`src/rtl/spd_pkg.sv`:
```
package spd_pkg;

    localparam int BYTE_W = 8;
    localparam int CNT_W  = 4;

    typedef enum logic [2:0] {
        ST_IDLE,
        ST_RX,
        ST_ACK,
        ST_TX,
        ST_RACK,
        ST_HOLD
    } slv_state_e;

    typedef enum logic [1:0] {
        RX_ADDR,
        RX_PTR,
        RX_DATA
    } rx_kind_e;

    typedef struct packed {
        logic scl;
        logic sda;
        logic scl_rise;
        logic scl_fall;
        logic start;
        logic stop;
    } bus_evt_t;

    function automatic logic addr_hit(input logic [BYTE_W-1:0] b,
                                      input logic [6:0] dev);
        return b[BYTE_W-1:1] == dev;
    endfunction

    function automatic rx_kind_e next_kind(input rx_kind_e k);
        return (k == RX_ADDR) ? RX_PTR : RX_DATA;
    endfunction

endpackage

```
`src/rtl/spd_line_sync.sv`:
```
module spd_line_sync #(
    parameter int STAGES = 2,
    parameter int LANES  = 2
) (
    input  logic             clk,
    input  logic             rst,
    input  logic [LANES-1:0] raw,
    output logic [LANES-1:0] synced
);
    for (genvar l = 0; l < LANES; l++) begin : g_lane
        logic [STAGES-1:0] chain;
        always_ff @(posedge clk) begin
            if (rst) begin
                chain <= '1;
            end else begin
                chain <= {chain[STAGES-2:0], raw[l]};
            end
        end
        assign synced[l] = chain[STAGES-1];
    end
endmodule

```
`src/rtl/spd_bus_cond.sv`:
```
module spd_bus_cond
    import spd_pkg::*;
(
    input  logic     clk,
    input  logic     rst,
    input  logic     scl_s,
    input  logic     sda_s,
    output bus_evt_t ev
);
    logic scl_q;
    logic sda_q;

    always_ff @(posedge clk) begin
        if (rst) begin
            scl_q <= 1'b1;
            sda_q <= 1'b1;
        end else begin
            scl_q <= scl_s;
            sda_q <= sda_s;
        end
    end

    always_comb begin
        ev.scl      = scl_s;
        ev.sda      = sda_s;
        ev.scl_rise = scl_s & ~scl_q;
        ev.scl_fall = ~scl_s & scl_q;
        ev.start    = scl_s & scl_q & sda_q & ~sda_s;
        ev.stop     = scl_s & scl_q & ~sda_q & sda_s;
    end
endmodule

```
`src/rtl/spd_store.sv`:
```
module spd_store #(
    parameter int AW = 8,
    parameter int DW = 8
) (
    input  logic          clk,
    input  logic          rst,
    input  logic          we,
    input  logic [AW-1:0] waddr,
    input  logic [DW-1:0] wdata,
    input  logic [AW-1:0] raddr,
    output logic [DW-1:0] rdata
);
    localparam int DEPTH = 1 << AW;

    logic [DW-1:0] mem [DEPTH];

    always_ff @(posedge clk) begin
        if (rst) begin
            for (int i = 0; i < DEPTH; i++) begin
                mem[i] <= '0;
            end
        end else if (we) begin
            mem[waddr] <= wdata;
        end
    end

    assign rdata = mem[raddr];
endmodule

```
`src/rtl/spd_slave.sv`:
```
module spd_slave
    import spd_pkg::*;
#(
    parameter logic [6:0] DEV_ADDR    = 7'h50,
    parameter int         AW          = 8,
    parameter int         SYNC_STAGES = 2
) (
    input  logic clk,
    input  logic rst,
    input  logic scl_i,
    input  logic sda_i,
    output logic sda_drive_low
);
    localparam logic [AW-1:0]    PTR_ONE  = AW'(1);
    localparam logic [CNT_W-1:0] BIT_LAST = CNT_W'(BYTE_W);
    localparam logic [CNT_W-1:0] CNT_ONE  = CNT_W'(1);

    logic [1:0]        sync_out;
    bus_evt_t          ev;
    slv_state_e        state;
    rx_kind_e          kind;
    logic [CNT_W-1:0]  cnt;
    logic [BYTE_W-1:0] sh;
    logic [AW-1:0]     ptr;
    logic              is_read;
    logic              got_ack;
    logic              drv;
    logic              mem_we;
    logic [BYTE_W-1:0] rd_byte;
    logic              byte_end;

    spd_line_sync #(.STAGES(SYNC_STAGES), .LANES(2)) u_sync (
        .clk    (clk),
        .rst    (rst),
        .raw    ({scl_i, sda_i}),
        .synced (sync_out)
    );

    spd_bus_cond u_cond (
        .clk   (clk),
        .rst   (rst),
        .scl_s (sync_out[1]),
        .sda_s (sync_out[0]),
        .ev    (ev)
    );

    spd_store #(.AW(AW), .DW(BYTE_W)) u_store (
        .clk   (clk),
        .rst   (rst),
        .we    (mem_we),
        .waddr (ptr),
        .wdata (sh),
        .raddr (ptr),
        .rdata (rd_byte)
    );

    assign byte_end = ev.scl_fall && (cnt == BIT_LAST);
    assign mem_we   = (state == ST_RX) && (kind == RX_DATA) && byte_end
                      && !ev.start && !ev.stop;

    always_ff @(posedge clk) begin
        if (rst) begin
            state   <= ST_IDLE;
            kind    <= RX_ADDR;
            cnt     <= '0;
            sh      <= '0;
            ptr     <= '0;
            is_read <= 1'b0;
            got_ack <= 1'b0;
            drv     <= 1'b0;
        end else if (ev.stop) begin
            state <= ST_IDLE;
            drv   <= 1'b0;
        end else if (ev.start && state != ST_HOLD) begin
            state <= ST_RX;
            kind  <= RX_ADDR;
            cnt   <= '0;
            drv   <= 1'b0;
        end else begin
            unique case (state)
                ST_IDLE: ;
                ST_RX: begin
                    if (ev.scl_rise && cnt < BIT_LAST) begin
                        sh  <= {sh[BYTE_W-2:0], ev.sda};
                        cnt <= cnt + CNT_ONE;
                    end else if (byte_end) begin
                        unique case (kind)
                            RX_ADDR: begin
                                if (addr_hit(sh, DEV_ADDR)) begin
                                    is_read <= sh[0];
                                    drv     <= 1'b1;
                                    state   <= ST_ACK;
                                end else begin
                                    state <= ST_IDLE;
                                end
                            end
                            RX_PTR: begin
                                ptr   <= AW'(sh);
                                drv   <= 1'b1;
                                state <= ST_ACK;
                            end
                            default: begin
                                ptr   <= ptr + PTR_ONE;
                                drv   <= 1'b1;
                                state <= ST_ACK;
                            end
                        endcase
                    end
                end
                ST_ACK: begin
                    if (ev.scl_fall) begin
                        cnt <= '0;
                        if (kind == RX_ADDR && is_read) begin
                            sh    <= rd_byte;
                            drv   <= ~rd_byte[BYTE_W-1];
                            state <= ST_TX;
                        end else begin
                            drv   <= 1'b0;
                            kind  <= next_kind(kind);
                            state <= ST_RX;
                        end
                    end
                end
                ST_TX: begin
                    if (ev.scl_rise) begin
                        cnt <= cnt + CNT_ONE;
                    end else if (byte_end) begin
                        drv   <= 1'b0;
                        ptr   <= ptr + PTR_ONE;
                        state <= ST_RACK;
                    end else if (ev.scl_fall && cnt != '0) begin
                        sh  <= {sh[BYTE_W-2:0], 1'b0};
                        drv <= ~sh[BYTE_W-2];
                    end
                end
                ST_RACK: begin
                    if (ev.scl_rise) begin
                        got_ack <= ~ev.sda;
                    end else if (ev.scl_fall) begin
                        cnt <= '0;
                        if (got_ack) begin
                            sh    <= rd_byte;
                            drv   <= ~rd_byte[BYTE_W-1];
                            state <= ST_TX;
                        end else begin
                            state <= ST_HOLD;
                        end
                    end
                end
                ST_HOLD: ;
                default: state <= ST_IDLE;
            endcase
        end
    end

    assign sda_drive_low = drv;

endmodule

```
`config.mk`:
```
export PLATFORM = sky130hd
export DESIGN_NAME = spd_slave
export DESIGN_NICKNAME = d
export VERILOG_FILES = /design/src/rtl/spd_pkg.sv /design/src/rtl/spd_line_sync.sv /design/src/rtl/spd_bus_cond.sv /design/src/rtl/spd_store.sv /design/src/rtl/spd_slave.sv
export SDC_FILE = /design/constraint.sdc
export NUM_CORES = 2
export LEC_CHECK = 0
export BUFFER_PORTS_ARGS = -buffer_cell sky130_fd_sc_hd__clkbuf_2
export CAP_MARGIN = 25
export CORE_AREA = 2 2 577 579
export DETAILED_ROUTE_END_ITERATION = 10
export DIE_AREA = 0 0 579 581
export PLACE_DENSITY = 0.53
export SLEW_MARGIN = 40
export SYNTH_ARGS = -nofsm -noshare
export SYNTH_HDL_FRONTEND = slang
export SYNTH_SLANG_ARGS = --single-unit
```
`constraint.sdc`:
```
create_clock -name clk -period 3.7 [get_ports clk]
set_input_delay 0.37 -clock clk [delete_from_list [all_inputs] [get_ports clk]]
set_output_delay 0.37 -clock clk [all_outputs]
set_load 0.01 [all_outputs]
```
### Word-level counts from Yosys, hierarchy flattened

Memories as Yosys holds them, arrays and structs flattened. A register that Yosys moved wholly into a read port is not among the register bits.
Index checks and enable logic that the tools add are counted.

* add/subtract/negate cells: 2
* $lt $le $gt $ge: 1
* eq/ne operators: 36
* multiplexer cells: 63
* bitwise logic cells: 17
* reduce and logical (&&, ||, !) cells: 32

Operators with widths (number)
* 2-to-1 mux 8 bit: 17
* one-hot mux 8 bit (2 select lines): 2
* one-hot mux 8 bit (4 select lines): 1
* != test 3 bit (second input constant): 10
* 2-to-1 mux 3 bit: 9
* != test 2 bit (second input constant): 13
* AND reduction 8 bit: 3
* 2-to-1 mux 4 bit: 5
* 2-to-1 mux 1 bit: 19
* one-hot mux 4 bit (4 select lines): 1
* one-hot mux 3 bit (5 select lines): 1
* 2-to-1 mux 2 bit: 7
* AND reduction 12 bit: 1
* NOT 1 bit: 10
* AND reduction 10 bit: 1
* logical AND 1 bit: 9
* adder 8 x 1 -> 8 bit (second input constant): 1
* AND reduction 4 bit: 2
* nonzero test 4 bit: 2
* OR reduction 8 bit: 1
* AND 1 bit: 7
* == test 7 bit (second input constant): 1
* AND reduction 7 bit: 1
* == test 3 x 2 -> 1 bit (second input constant): 2
* other kinds (19): 25

* flip-flop bits (word level): 34
* memory bits (writable): 2048
* output and inout bits: 1
* word-level logic and storage cells: 165
* memories: 1

Memories
* u_store.mem: words 256, width 8, read ports 1, clocked after memory_dff 1, wr ports 256, RTL line spd_store.sv:15 `logic [DW-1:0] mem [DEPTH];`

### Longest topological paths before layout

* depth in word-level cells: 11
* mapped depth: 13
* gate-level depth less buffers: 9

### By module

From an unflattened synthesis, not the netlist that was laid out.

* cell total of the unflattened synthesis: 6696
* area, all modules: 97491.0 µm²

By module, submodules not included
* spd_store: times used 1, cells each 6435, area an instance 95327.7 µm², seq. area each 61499.0 µm²
* spd_slave: times used 1, cells each 241, area an instance 1943.1 µm², seq. area each 560.5 µm²
* spd_line_sync: times used 1, cells each 10, area an instance 120.1 µm², seq. area each 80.1 µm²
* spd_bus_cond: times used 1, cells each 10, area an instance 100.1 µm², seq. area each 40.0 µm²

### Worst setup path before layout

No wires, ideal clock.

* kind: reg-to-reg
* start: reg cnt[0]
* end: mem u_store.mem[37][0], enable pin
* library setup time: 329 ps
* arrival: 2402 ps
* data required time: 3371 ps
* slack: 969 ps
* stages on the path, launching flop included: 13
* path buffers: 3
* period minus slack after synthesis: 2731 ps
* path through: dfxtp_1 inv_1 ha_1 nor2b_1 and3_1 nand4_1 or2_1 clkbuf_1 nor4_2 buf_2 buf_2 nand2_1 nand2_1

RTL lines
* start: declaration: RTL line spd_slave.sv:22 `logic [CNT_W-1:0] cnt;`
* start signal: assignment: RTL line spd_slave.sv:85 `cnt <= cnt + CNT_ONE;`
* start signal: assignment: RTL line spd_slave.sv:126 `cnt <= cnt + CNT_ONE;`
* end: declaration: RTL line spd_store.sv:15

==> metrics.csv <==
metric,value,unit
worst-path cell chain,buf_4 -> mux4_2 -> mux4_2 -> nor2b_1 -> a211oi_1 -> buf_4 -> o41ai_2,
VDD IR max,0.000373,V
Initial Util,29.9,%
syn nets,6700,
Pre-antenna DRT Iters,8,
synth unique cells,80,
final std cells w/o fill,10900,
Die Wd,579,um
wire per inst,28.5,um
Setup crit start kind,flop,
max-slew violations,0,
Detail Placement HPWL,195000,um
CP max stage delay,750,ps
die area,336000,um2
LEAKAGE,44.6,nW
Max-cap violations,0,
first-pass GRT wire length,448000,um
# DRC,0,
CP Data Required Time,4460,ps
number of vias per cell,5.55,
placed insts,10500,
Clock Latency Late Sink,900,ps
CTS tree,built,
Final nets,6358,
setup ws final,7.59,ps
CP arrival,4450,ps
FP Rows,211,
Slew HR,35.8,%
buffer count from post-CTS setup fixing,0,
Tcrit/Tclk final,99.8,%
Critical-path top delay cell,a211oi_1,
CTS Sinks,2090,
Synth async-reset ratio,0,%
antenna violations before repair,16,
synth warn,0,
grt total ovfl,0,
post-cts repair resize count,0,
Synth Flop Type,edfxtp_1,
crit path kind,reg2reg,
status,"complete, no violations",
Ports,5,
HP Class,in2reg,
Syn Inst Count,6690,
Comb power frac,2.9,%
gr usage total,18.1,%
largest net degree at the start of global routing,133,
Psw,11.1,mW
Root Driver,clkbuf_16,
fmax,0.271,GHz
Initial DRC Count,7785,
Final Setup Violations,0,
sum of negative setup slack,0,ps
Routed WL,311000,um
PwrDens,455,nW/um2
share of cells above drive strength 1,20.0,%
"Seq/Total Area, Yosys",63.2,%
Design Power,50.5,mW
unrepaired setup endpoints after global routing,no,
CTS Buf Count,224,
IO Port Bufs,4,
die height,581,um
pre-CTS setup slack,39.5,ps
Clk pwr share,43.6,%
maximum clock path buffer count,4,
htree depth,4,
Avg Synthesized Cell Area,14.7,um2
vias,60500,
Top delay family on crit path,multiplexers,
"EDFF count, synth",2048,
final hold slack,428,ps
Setup Skew,67.2,ps
vias in the first global route,59500,
crit path capture type,flop,
area growth from synthesis to layout,12.6,%
Core ar.,330000,um2
Post-DRT Antenna Nets,0,
final hold vios,0,
Least-Margin Pin Slew,963,ps
RePlAce Congestion,0.924,
Yosys reg bits,2090,
Reg power frac,53.5,%
CP bufs+invs,2,
switching share of power,21.9,%
Tmin final,3690,ps
CP Max Fanout,22,
Synth Cell Area,98600,um2
Pint,39.4,mW
CTS clock-pin slew for the worst setup and hold paths,70,ps
[layout make-up]
| class | count | area (um2) |
|---|---|---|
| Antenna cell | 10 | 25.0 |
| Clock buffer | 268 | 5770 |
| Clock inverter | 138 | 1200 |
| Fill cell | 31200 | 219000 |
| Inverter | 17 | 68.8 |
| Multi-Input combinational cell | 3638 | 32100 |
| Sequential cell | 2090 | 62400 |
| Tap cell | 4366 | 5460 |
| Timing Repair Buffer | 377 | 4060 |
[metrics by stage]
stage          utilization (%)  cell area [um2]
2_1_floorplan                -            98600
3_3_place_gp              31.5           104000
3_5_place_dp              31.5           104000
4_1_cts                   33.7           111000
5_1_grt                   33.7           111000
6_report                  33.7           111000
[registers in the layout, summed over array words and instances, names as in the netlist, named ones only]
name / count
u_cond.scl_q: 1
u_sync.g_lane.chain: 4
sh: 8
is_read: 1
kind: 2
cnt: 4
ptr: 8
u_store.mem: 2048
u_cond.sda_q: 1
got_ack: 1
sda_drive_low: 1
state: 3
[power groups by stage]
| stage | logic [mW] | registers, mW | clock network, mW |
|---|---|---|---|
| 2_1_floorplan | 0.878 | 27.3 | 0 |
| 3_3_place_gp | 1.46 | 27.5 | 0 |
| 3_5_place_dp | 1.48 | 27.5 | 0 |
| 4_1_cts | 1.49 | 27.0 | 22.2 |
| 5_1_grt | 1.56 | 27.1 | 23.1 |
| 6_report | 1.49 | 27.0 | 22.0 |
[final timing paths]
path,startpoint,endpoint,slack (ps),depth (start not counted)
setup / recovery,flop,sh[6]$_SDFFE_PP0P_,8,7
hold / removal,rst,u_sync.g_lane[1].chain[1]$_SDFF_PP1_,430,3
setup reg to reg,flop,sh[6]$_SDFFE_PP0P_,8,7
hold reg to reg,cnt[2]$_SDFFE_PP0P_,cnt[2]$_SDFFE_PP0P_,530,2
[cells in the final DEF, fill, tap and decap left out, drive strengths merged, types with 22 or more instances in the layout]
| master | instances |
|---|---|
| dfxtp | 42 |
| nor2b | 22 |
| nor2 | 72 |
| clkinv | 114 |
| o21ai | 28 |
| and3 | 1994 |
| mux2i | 87 |
| buf | 369 |
| nor4 | 68 |
| a21o | 123 |
| mux4 | 568 |
| nand2 | 311 |
| nor3 | 39 |
| a22oi | 36 |
| clkbuf | 271 |
| edfxtp | 2048 |
| a21oi | 52 |
[layer usage]
layer	track usage (%)	up-vias	share of wire, %
met5	0	-	0.011
met4	5.87	4	3.6
met3	3.17	503	7.8
met2	28.2	2668	46
met1	25.6	31900	42
li1	-	25500	-
[cells in the mapped netlist, types with 46 or more instances]
| cell type | number | area, um2 |
|---|---|---|
| a21o_1 | 123 | 923 |
| a21oi_1 | 52 | 260 |
| and3_1 | 1994 | 12500 |
| buf_2 | 72 | 360 |
| buf_4 | 46 | 345 |
| clkbuf_1 | 752 | 2820 |
| edfxtp_1 | 2048 | 61500 |
| mux2i_1 | 87 | 871 |
| mux4_2 | 549 | 12400 |
| nand2_1 | 311 | 1170 |
| nor2_1 | 67 | 251 |
| nor4_1 | 67 | 419 |
[logic make-up after synthesis]
logic type | synth area share [%]
adders and majority gates | 0.0761
DFF | 63.2
muxes | 14.0
AOI/OAI and AO/OA | 2.63
buffers and inverters | 4.45
and+or+nand+nor | 15.6
[tightest hold or removal path, delay by kind of cell]
kind	cells	cell delay, ps
buf+inv	2	740
simple gates	1	150
[timing repair]
| action | 4_1_cts | 5_1_grt |
|---|---|---|
| hold buffers | 5 | 0 |
| endpoints found under the hold margin | 3 | 0 |
| setup endpoints to repair | 0 | 0 |
Power figures use the tool's default switching activity.
